**config.mk**
```make
export PLATFORM = sky130hd
export DESIGN_NAME = bmove_exec
export DESIGN_NICKNAME = d
export VERILOG_FILES = /design/src/rtl/bmove_exec.sv
export SDC_FILE = /design/constraint.sdc
export NUM_CORES = 1
export LEC_CHECK = 0
export BUFFER_PORTS_ARGS = -buffer_cell sky130_fd_sc_hd__clkbuf_2
export CAP_MARGIN = 0
export CORE_MARGIN = 2
export CORE_UTILIZATION = 48
export DETAILED_ROUTE_END_ITERATION = 12
export PLACE_DENSITY = 0.88
export SYNTH_ARGS = -nofsm -noshare
export SYNTH_HDL_FRONTEND = slang
export SYNTH_SLANG_ARGS = --single-unit
```
**constraint.sdc**
```tcl
create_clock -name clk -period 4.3 [get_ports clk]
set_input_delay 0.43 -clock clk [delete_from_list [all_inputs] [get_ports clk]]
set_output_delay 0.43 -clock clk [all_outputs]
set_load 0.05 [all_outputs]
```
**src/rtl/bmove_exec.sv**
```systemverilog
module bmove_exec #(
  parameter int ADDR_W     = 32,
  parameter int CNT_W      = 24,
  parameter int LANE_BYTES = 4
) (
  input  logic              clk,
  input  logic              rst_n,
  input  logic              start,
  input  logic [31:0]       instr0,
  input  logic [ADDR_W-1:0] instr1,
  input  logic [ADDR_W-1:0] dsa_base,
  input  logic              target_mode,
  input  logic [2:0]        bus_phase_in,
  output logic [2:0]        phase_out,
  output logic              phase_drive,
  output logic              mem_rd_req,
  output logic [ADDR_W-1:0] mem_rd_addr,
  input  logic              mem_rd_ack,
  input  logic [31:0]       mem_rd_data,
  output logic              xfer_req,
  output logic [ADDR_W-1:0] xfer_addr,
  output logic [$clog2(LANE_BYTES):0] xfer_len,
  input  logic              xfer_ack,
  output logic [CNT_W-1:0]  remain_cnt,
  output logic [ADDR_W-1:0] next_addr,
  output logic              busy,
  output logic              fetch_next,
  output logic              phase_mismatch
);
  localparam int OFS_W = $clog2(LANE_BYTES);
  localparam int LEN_W = OFS_W + 1;
  localparam logic [LEN_W-1:0] LANE_L = LEN_W'(LANE_BYTES);
  localparam int BIT_TAB = 28;
  localparam int BIT_IND = 29;

  typedef enum logic [2:0] {S_IDLE, S_PTR, S_TCNT, S_TADR, S_CHK, S_MOVE} st_t;

  st_t              st;
  logic [CNT_W-1:0]  cnt_q;
  logic [ADDR_W-1:0] addr_q, ptr_q;
  logic [2:0]        phase_q;
  logic [LEN_W-1:0]  room, len;

  assign room = LANE_L - LEN_W'(addr_q[OFS_W-1:0]);
  assign len  = (cnt_q < CNT_W'(room)) ? cnt_q[LEN_W-1:0] : room;

  assign busy        = (st != S_IDLE);
  assign mem_rd_req  = (st == S_PTR) || (st == S_TCNT) || (st == S_TADR);
  assign mem_rd_addr = ptr_q;
  assign xfer_req    = (st == S_MOVE);
  assign xfer_addr   = addr_q;
  assign xfer_len    = len;
  assign remain_cnt  = cnt_q;
  assign next_addr   = addr_q;
  assign phase_out   = phase_q;
  assign phase_drive = busy && target_mode;

  always_ff @(posedge clk or negedge rst_n) begin
    if (!rst_n) begin
      st             <= S_IDLE;
      cnt_q          <= '0;
      addr_q         <= '0;
      ptr_q          <= '0;
      phase_q        <= '0;
      fetch_next     <= 1'b0;
      phase_mismatch <= 1'b0;
    end else begin
      fetch_next     <= 1'b0;
      phase_mismatch <= 1'b0;
      case (st)
        S_IDLE: if (start) begin
          phase_q <= instr0[26:24];
          cnt_q   <= instr0[CNT_W-1:0];
          addr_q  <= instr1;
          if (instr0[BIT_TAB]) begin
            ptr_q <= dsa_base + instr1;
            st    <= S_TCNT;
          end else if (instr0[BIT_IND]) begin
            ptr_q <= instr1;
            st    <= S_PTR;
          end else begin
            st    <= S_CHK;
          end
        end
        S_PTR: if (mem_rd_ack) begin
          addr_q <= mem_rd_data[ADDR_W-1:0];
          st     <= S_CHK;
        end
        S_TCNT: if (mem_rd_ack) begin
          cnt_q <= mem_rd_data[CNT_W-1:0];
          ptr_q <= ptr_q + ADDR_W'(4);
          st    <= S_TADR;
        end
        S_TADR: if (mem_rd_ack) begin
          addr_q <= mem_rd_data[ADDR_W-1:0];
          st     <= S_CHK;
        end
        S_CHK: begin
          if (!target_mode && (bus_phase_in != phase_q)) begin
            phase_mismatch <= 1'b1;
            st             <= S_IDLE;
          end else if (cnt_q == '0) begin
            fetch_next <= 1'b1;
            st         <= S_IDLE;
          end else begin
            st <= S_MOVE;
          end
        end
        S_MOVE: if (xfer_ack) begin
          cnt_q  <= cnt_q - CNT_W'(len);
          addr_q <= addr_q + ADDR_W'(len);
          if (cnt_q == CNT_W'(len)) begin
            fetch_next <= 1'b1;
            st         <= S_IDLE;
          end
        end
        default: st <= S_IDLE;
      endcase
    end
  end
endmodule

```
==> impl_metrics.yaml <==
clock_tree:
  cts_made_buffers: 9
  clockBufferDepth: 2
  cts_root_buffer: "clkbuf_16"
  cts_num_sinks: 96
  cts_tree: "built"
  clkLatencyLatePin_ps: 350
  cts_max_level: 3
  clkSlewWorstSetupHoldPaths_ps: 70
timing:
  slew_headroom_pct: 44.0
  slew_viol_final: 0
  fin_setup_tns_ps: 0
  finalCritPeriodShare_pct: 98.6
  skew_ps: 9.21
  setup_viol: 0
  hold_viol_final: 0
  max_freq_mhz: 236
  fin_ws_ps: 59.2
  worst_pin_slew_ps: 836
  min_period_ps: 4240
  rsz0062_at_grt: "yes"
floorplan:
  fp.dieW_microns: 137
  coreArea_sq_um: 17200
  pin_count: 269
  start_util_pct: 49.1
  rows: 48
  die_area_sq_um: 18700
  die_h_microns: 137
route:
  drt_iter0_markers: 1530
  detail-route-antenna-nets: 0
  via_count: 9803
  route.detailed.drc: 0
  wl_per_cell_microns: 19.4
  wl_microns: 29800
  viasPerCell: 6.38
  first_pass_iters: 7
synth:
  synth_edf_count: 0
  syn_avg_cell_area_sq_um: 7.87
  syn-cell-area_sq_um: 8460
  ys.flop_type: "dfrtp_1"
  ys_seq_area_share_pct: 28.4
  synthDistinctLibCells: 78
  ys_seq_elements: 96
  synthArstFlopShare_pct: 100
  syn_nets: 1256
  yosysWarnings: 0
  synth_cells: 1075
layout:
  drive_gt1_share_pct: 29.5
  nets: 1487
  n_antenna_cell: 0
  areaGrowthSynthToFinish_pct: 22.6
  final_util_pct: 60.2
critical_path:
  worst_ep_required_time_ps: 4580
  path_class: "reg2reg"
  r2r_end: "next_addr[26]"
  reg2reg_setup_slack_ps: 60
  r2r_cells: 17
  critPathArrivalTime_ps: 4520
  endpoint_kind: "flip-flop"
  r2r-start: "remain_cnt[20]"
  worstPathMaxFanout: 7
  worstSetupStartpointType: "flip-flop"
status:
  status: "complete, no violations"
worst_hold_path:
  hold_class: "in2async"
placed_design:
  post-place-ws_ps: -147
  dp_hpwl_microns: 22800
  portBuffers: 265
  place.gp.congestion: 1.00
run:
  cap_violations: 0
power:
  leakage_nw: 4.84
  peakVddDrop_uv: 499
  powerDensity_nw_per_um2: 836
global_routing:
  grt_max_degree: 72
  grt_pass1_vias: 8796
  antenna_found_initial: 0
  grt_usage_pct: 30.5
  grt_overflow: 0
  grt_first_pass_wirelength_microns: 44900
==> cells by family after synthesis <==
logic type / after synthesis / share of synthesized area, %
adder cells (fa/ha/maj): 44 / 6.77
multiplexers: 23 / 2.81
XOR/XNOR: 30 / 3.11
buffers and inverters: 124 / 7.60
flip-flops: 96 / 28.4
AO/OA/AOI/OAI: 408 / 30.5
AND/OR/NAND/NOR: 350 / 20.8
==> worst max path at each step <==
stage	from	endpoint	cells after the start
floorplan	remain_cnt[5]	next_addr[26]	17
global placement	remain_cnt[20]	next_addr[26]	17
detailed placement	remain_cnt[20]	next_addr[26]	17
CTS	remain_cnt[20]	next_addr[26]	17
global route	remain_cnt[20]	next_addr[26]	17
finish	remain_cnt[20]	next_addr[26]	17
==> final cells by class <==
| type | count | area, sq um |
|---|---|---|
| clock buffers | 11 | 253 |
| flip-flops and latches | 96 | 2410 |
| fillers | 1487 | 6860 |
| inverters | 33 | 124 |
| well taps | 225 | 282 |
| clock inverters | 5 | 55.1 |
| multi-input cells | 855 | 5570 |
| repair buffers | 311 | 1670 |
==> placed cells by master, fill, tap and decap left out, types with 20 or more instances in the layout <==
cell	n
clkbuf_2	264
o21ai_0	132
nor2_1	101
a21oi_1	96
dfrtp_1	87
nand2_1	85
buf_4	47
ha_1	40
nor3_1	33
inv_1	32
a222oi_1	27
nand3_1	22
nand4_1	21
xnor2_1	21
a221oi_1	20
==> through the flow <==
step / total power, mW / instance area [sq um] / std cells / hold slack [ps]
after global placement: 7.48 / 9900 / 1511 / 459
after floorplan: 6.27 / 8520 / 1075 / 134
after detailed placement: 7.61 / 9900 / 1511 / 459
after CTS: 8.47 / 10200 / 1528 / 202
after global routing: 9.17 / 10400 / 1536 / 236
final: 8.67 / 10400 / 1536 / 167
==> power by group <==
group	total, mW	internal (mW)	leakage (nW)	switching [mW]
Combinational	5.78	1.64	3.53	4.14
Clock	0.854	0.482	0.148	0.372
Sequential	2.03	1.35	1.16	0.687
==> state kept, by name, indices dropped and copies added, names as in the netlist <==
name and cells:
phase_out 3, next_addr 32, phase_mismatch 1, fetch_next 1, mem_rd_addr 32, st 3, remain_cnt 24
==> layer usage <==
layer	global-route usage, %	share of wire (%)	wire length, microns	vias up
met2	49.8	46	13800	666
met1	40.0	39	11600	4554
li1	-	-	-	4491
met4	10.8	3.1	909	0
met5	0	0	0	-
met3	6.52	12	3510	92
==> Yosys cell counts (20+ instances only) <==
library cell  instances  area share, %
clkbuf_1             46            2.0
a221oi_1             20            2.1
nand4_1              21            1.6
buf_4                33            2.9
inv_1                33            1.5
nor3_1               33            2.0
nand2_1              86            3.8
o21ai_0             139            8.2
xnor2_1              21            2.2
ha_1                 41            6.1
dfrtp_1              96             28
nand3_1              24            1.4
nor2_1              103            4.6
a222oi_1             27            3.2
a21oi_1              97            5.7
==> critical path, cell delays in order, from the launching register on <==
cell       delay (ps)
dfrtp_2           400
or4_4             570
nor4_4            150
buf_4             170
nand4_1           160
a211o_4           360
o21ai_4           170
ha_2              200
inv_2              40
fa_2              360
nor2b_4           150
o2111ai_4         170
nor4_4            350
and4_4            290
and3_4            230
nand2_1            60
o31a_1            260
o21ai_1           100
==> timing repair <==
item,in CTS,in global routing
hold buffers,0,0
pin swaps,3,11
buffers inserted,1,8
resized for setup,5,15
endpoints found under the setup margin,5,25
No activity file was read; power rests on OpenSTA's default activity.
